$ cat src/rtl/sdram_ap_track.sv
module sdram_ap_track #(
  parameter int BA_W  = 2,
  parameter int LEN_W = 5
) (
  input  logic            clk_i,
  input  logic            rst_ni,
  input  logic            mrs_i,
  input  logic [2:0]      bl_code_i,
  input  logic [2:0]      cl_i,
  input  logic            rw_i,
  input  logic            rd_i,
  input  logic            ap_i,
  input  logic [BA_W-1:0] ba_i,
  output logic            busy_o,
  output logic            end_o,
  output logic [BA_W-1:0] end_bank_o
);
  logic [2:0]       bl_code_q, cl_q;
  logic [LEN_W-1:0] left_q, bl_len, load;
  logic [BA_W-1:0]  bank_q;
  logic             start;

  always_comb begin
    unique case (bl_code_q)
      3'd0:    bl_len = LEN_W'(1);
      3'd1:    bl_len = LEN_W'(2);
      3'd2:    bl_len = LEN_W'(4);
      default: bl_len = LEN_W'(8);
    endcase
    load = bl_len + (rd_i ? LEN_W'(cl_q) : '0) - LEN_W'(1);
  end

  assign start      = rw_i && ap_i;
  assign busy_o     = left_q != '0;
  assign end_o      = (left_q == LEN_W'(1)) || (start && load == '0);
  assign end_bank_o = (left_q == LEN_W'(1)) ? bank_q : ba_i;

  always_ff @(posedge clk_i or negedge rst_ni) begin
    if (!rst_ni) begin
      bl_code_q <= 3'd0;
      cl_q      <= 3'd3;
      left_q    <= '0;
      bank_q    <= '0;
    end else begin
      if (mrs_i) begin
        bl_code_q <= bl_code_i;
        cl_q      <= cl_i;
      end
      if (start) begin
        left_q <= load;
        bank_q <= ba_i;
      end else if (left_q != '0) begin
        left_q <= left_q - 1'b1;
      end
    end
  end

  p_mode_capture_r11: assert property (@(posedge clk_i) disable iff (!rst_ni)
    mrs_i |=> cl_q == $past(cl_i) && bl_code_q == $past(bl_code_i));
  p_lock_opens_r8: assert property (@(posedge clk_i) disable iff (!rst_ni)
    start && load != '0 |=> busy_o);
  p_lock_drains_r8: assert property (@(posedge clk_i) disable iff (!rst_ni)
    busy_o && !start |=> left_q == $past(left_q) - LEN_W'(1));
endmodule

$ cat config.mk
export PLATFORM = sky130hd
export DESIGN_NAME = sdram_ap_track
export DESIGN_NICKNAME = d
export VERILOG_FILES = /design/src/rtl/sdram_ap_track.sv
export SDC_FILE = /design/constraint.sdc
export NUM_CORES = 1
export LEC_CHECK = 0
export ABC_CLOCK_PERIOD_IN_PS = 2700
export BUFFER_PORTS_ARGS = -buffer_cell sky130_fd_sc_hd__buf_2
export CORE_AREA = 4 4 52 54
export DETAILED_ROUTE_END_ITERATION = 6
export DIE_AREA = 0 0 56 58
export GPL_TIMING_DRIVEN = 0
export PLACE_DENSITY = 0.66
export REMOVE_ABC_BUFFERS = 1
export SETUP_SLACK_MARGIN = 0.4
export SLEW_MARGIN = 20
export SYNTH_ARGS = -nofsm -noshare
export SYNTH_HDL_FRONTEND = slang
export SYNTH_SLANG_ARGS = --single-unit
$ cat constraint.sdc
create_clock -name clk_i -period 2.7 [get_ports clk_i]
set_input_delay 0.54 -clock clk_i [delete_from_list [all_inputs] [get_ports clk_i]]
set_output_delay 0.54 -clock clk_i [all_outputs]
set_load 0.02 [all_outputs]
## After elaboration in Yosys (flattened, before gate mapping)

Cells that the tools add are included.

- Register bits: 13
- Output and inout port bits: 4

- Add/sub/neg operators: 3
- Equality and inequality tests: 3
- Multiplexer cells: 5
- Reductions and logical operators: 7

Operator list:

| operator | number |
|---|---|
| one-hot mux 4 bit (3 select lines) | 1 |
| 2-to-1 mux 5 bit | 2 |
| subtractor 5 x 1 -> 5 bit (second input constant) | 2 |
| adder 5 x 3 -> 5 bit | 1 |
| == test 5 x 1 -> 1 bit (second input constant) | 1 |
| logical NOT 5 bit | 1 |
| nonzero test 5 bit | 1 |
| == test 3 x 1 -> 1 bit (second input constant) | 1 |
| == test 3 x 2 -> 1 bit (second input constant) | 1 |
| logical NOT 3 bit | 1 |
| 2-to-1 mux 3 bit | 1 |
| logical AND 1 bit | 2 |
| 2-to-1 mux 2 bit | 1 |
| nonzero test 2 bit | 1 |
| logical OR 1 bit | 1 |

## Longest topological paths before layout

- Depth after elaboration: 7
- Mapped depth: 11

## Worst setup path after synthesis

No wires, ideal clock.

- Kind: register -> output
- Start point: register bl_code_q[0]
- End point: output port end_o
- Arrival time: 2461 ps
- Setup slack: -301 ps
- Stages on the path, launching flop included: 11
- Buffers on the path: 0
- Cells stage by stage: dfrtp_1 > or3_1 > ha_1 > inv_1 > ha_1 > inv_1 > fa_1 > nand2_1 > nor2_1 > nand2_1 > o31ai_1

- Longest elaborated chain between the ends: 7

Ends and longest elaborated chain:

| item | line | source |
|---|---|---|
| from (decl) | 18 | `logic [2:0] bl_code_q, cl_q;` |
| from (signal assigned) | 46 | `bl_code_q <= bl_code_i;` |
| == test 3 x 2 -> 1 bit (tied with other cells) | 24 | `unique case (bl_code_q)` |
| one-hot mux 4 bit (3 select lines) * | 24 |  |
| adder 5 x 3 -> 5 bit * | 30 | `load = bl_len + (rd_i ? LEN_W'(cl_q) : '0) - LEN_W'(1);` |
| subtractor 5 x 1 -> 5 bit * | 30 |  |
| logical NOT 5 bit * | 35 | `assign end_o = (left_q == LEN_W'(1)) \|\| (start && load == '0);` |
| logical AND 1 bit * | 35 |  |
| logical OR 1 bit * | 35 |  |
| to (decl) | 15 | `output logic end_o,` |

Every way passes the cells marked *; elsewhere a longest branch is shown, timed or not.

## Worst setup path after layout

- Start point: register bl_code_q[1]
- End point: output port end_o

Same word-level chain as after synthesis.

==> metrics <==
WP data required 2.16 ns; Hold Crit Class in2async; final WL 1520 um; antenna-violating nets left 0; drt first pass iters 2; max_slew headroom 70.7%; Top delay family on crit path adder cells; Crit-path slowest cell fa_1; Synth async-reset ratio 100%; Slew Viols, Final 0; Die Y 58 um; failing checks setup timing; final-layout fill cell count 225; full die area 3250 um^2; Synth Area per Inst 10.4 um^2; Vias/cell 4.72; dpl cells 125; Synth Register Bits 13; CTS buffer count 3; crit share post-route 113%; final worst slack -0.352 ns; grt peak-use layer met2; WL per Instance 11.2 um; Least-Margin Pin Slew 0.438 ns; placed wire-length estimate 1230 um; fin crit period 3.05 ns; Residual DRC 0; CP startpoint kind flip-flop; GRT Util Overall 10.1%; # IOs 18; most common library cells after synthesis dfrtp_1 (11), nand2_1 (10), ha_1 (9); Syn Inst Count 83; worst-skew pair later-pin latency 0.27 ns; Leakage 0.000516 uW; core area 2210 um^2; Setup Viol. Count Final 1; Initial DRC Count 9; Initial Util 39.0%; RSZ-0062 raised after global routing yes; Seq/Total Area, Yosys 38.0%; share of cells above drive strength 1 41.7%; max incr delay on CP 0.49 ns; first-pass GRT wire length 2620 um; final net count 133; share of the synthesized area in the top cell type 31.9%; root buf cell clkbuf_4; Sink Count 13; critical path type reg2out; crit end category output pin; Port Buffers 17; run status complete, but fails checks; Congestion Overflow GR 0; fin cells 136; TritonCTS clock tree built; H-tree levels 1; dpl ws -0.300 ns; Yosys cell types 29; M3 GR Usage 1.56%; max-cap violations 0; peak supply drop 0.344 mV; row cnt 17; Post-synth EDFFs 0; Layout Area Growth over Synthesis 23.8%; Critical Path AT 2.51 ns; Area contributors post-synth dfrtp_1 (32%), ha_1 (13%), mux2_1 (9.1%); most numerous cell in the Yosys netlist dfrtp_1; warnings from Yosys 0; n_diodes 0; vias in the first global route 666; Final Power 777 uW; WP buf/inv 3; vias 642; largest area contributor in the netlist dfrtp_1; RePlAce Congestion 0.744; clk slew on worst S/H paths 0.08 ns; initial antenna violation count 0; Max Root-Sink Buffers 2; endpoints failing hold 0; Main synth FF type dfrtp_1; largest net degree at the start of global routing 14; Critical Path Fanout Max 3; die width 56 um; grt met2 use 19.5%; Clock Skews 0.00297 ns; max frequency 0.328 GHz; Pwr per Cell Area 728 nW/um^2; GR Util met1 10.6%; worst-path cell chain or3_1 > ha_2 > inv_2 > ha_4 > inv_2 > fa_1 > nand2_1 > nor2_1 > nand2_1 > o31ai_2 > buf_4; cell area after synthesis 862 um^2
-- registers in the layout (all words and copies together), names as in the netlist --
signal,flops
bl_code_q,3
bank_q,2
left_q,5
cl_q,3
-- final timing paths --
check                              from   endpoint  slack (ns)  cells past startpoint
setup / recovery           bl_code_q[1]      end_o       -0.35                     11
hold / removal                   rst_ni    cl_q[2]        0.14                      1
setup reg to reg           bl_code_q[0]  left_q[4]        0.59                     10
hold reg to reg                 cl_q[2]    cl_q[2]        0.49                      1
max in group asynchronous        rst_ni    cl_q[1]        2.29                      1
min in group clk_i              cl_i[2]    cl_q[2]        0.48                      2
-- logic make-up (layout without fill, tap and decap cells) --
kind of cell / count (synthesis) / after routing / share of synthesized area [%]
and+or+nand+nor: 23 / 23 / 12.6
DFF: 13 / 13 / 38.0
AOI/OAI and AO/OA: 11 / 11 / 9.15
buffers and inverters: 11 / 36 / 5.80
adders and majority gates: 10 / 10 / 15.4
muxes: 10 / 10 / 13.1
xor gates and xnor gates: 5 / 5 / 5.95
-- through the flow --
stage	utilization, %	TNS, ns	area, um^2	hold WS, ns
after floorplan	-	-0.305	842	0.244
after global placement	43.5	-0.253	962	0.438
after detailed placement	43.5	-0.300	962	0.441
after CTS	47.2	-0.434	1040	0.141
after global routing	48.2	-0.507	1070	0.136
final	48.2	-0.352	1070	0.140
-- timing repair --
item                       4_1_cts  5_1_grt
gates cloned                     0        0
resized for setup                9        1
hold buffers                     0        0
setup endpoints to repair        2        2
buffers inserted                 4        3
pin swaps                        7        1
-- placed cells by master (no fill, tap or decap), drive strengths merged, types with 2 or more instances in the layout --
cell / instances
nor2: 4
dfstp: 2
o21ai: 4
nor3: 3
a21oi: 3
dfrtp: 11
inv: 8
xor2: 3
buf: 24
ha: 9
xnor2: 2
mux2: 10
nand3: 2
clkbuf: 4
nand2: 11
-- area by class of cell --
cell class	instances	area [um^2]	share of cell area, %
multi-input cells	59	508	47.6
flip-flops and latches	13	328	30.7
repair buffers	24	140	13.1
well taps	28	35.0	3.28
inverters	8	30.0	2.81
clock buffers	4	26.3	2.46
-- routing by layer --
layer	wire, um	part of all wire, %
met3	69	4.5
met2	797	52
met1	638	42
met5	0	0
met4	18	1.2
-- power by group --
part	switching, uW	internal (uW)	leakage, uW	total (uW)
logic	179	187	0.000351	366
registers	47.1	248	0.000150	296
clock network	58.7	57.2	0.0000150	116
total	284	493	0.000516	777
Note: power is estimated with default switching activity, not from simulation.
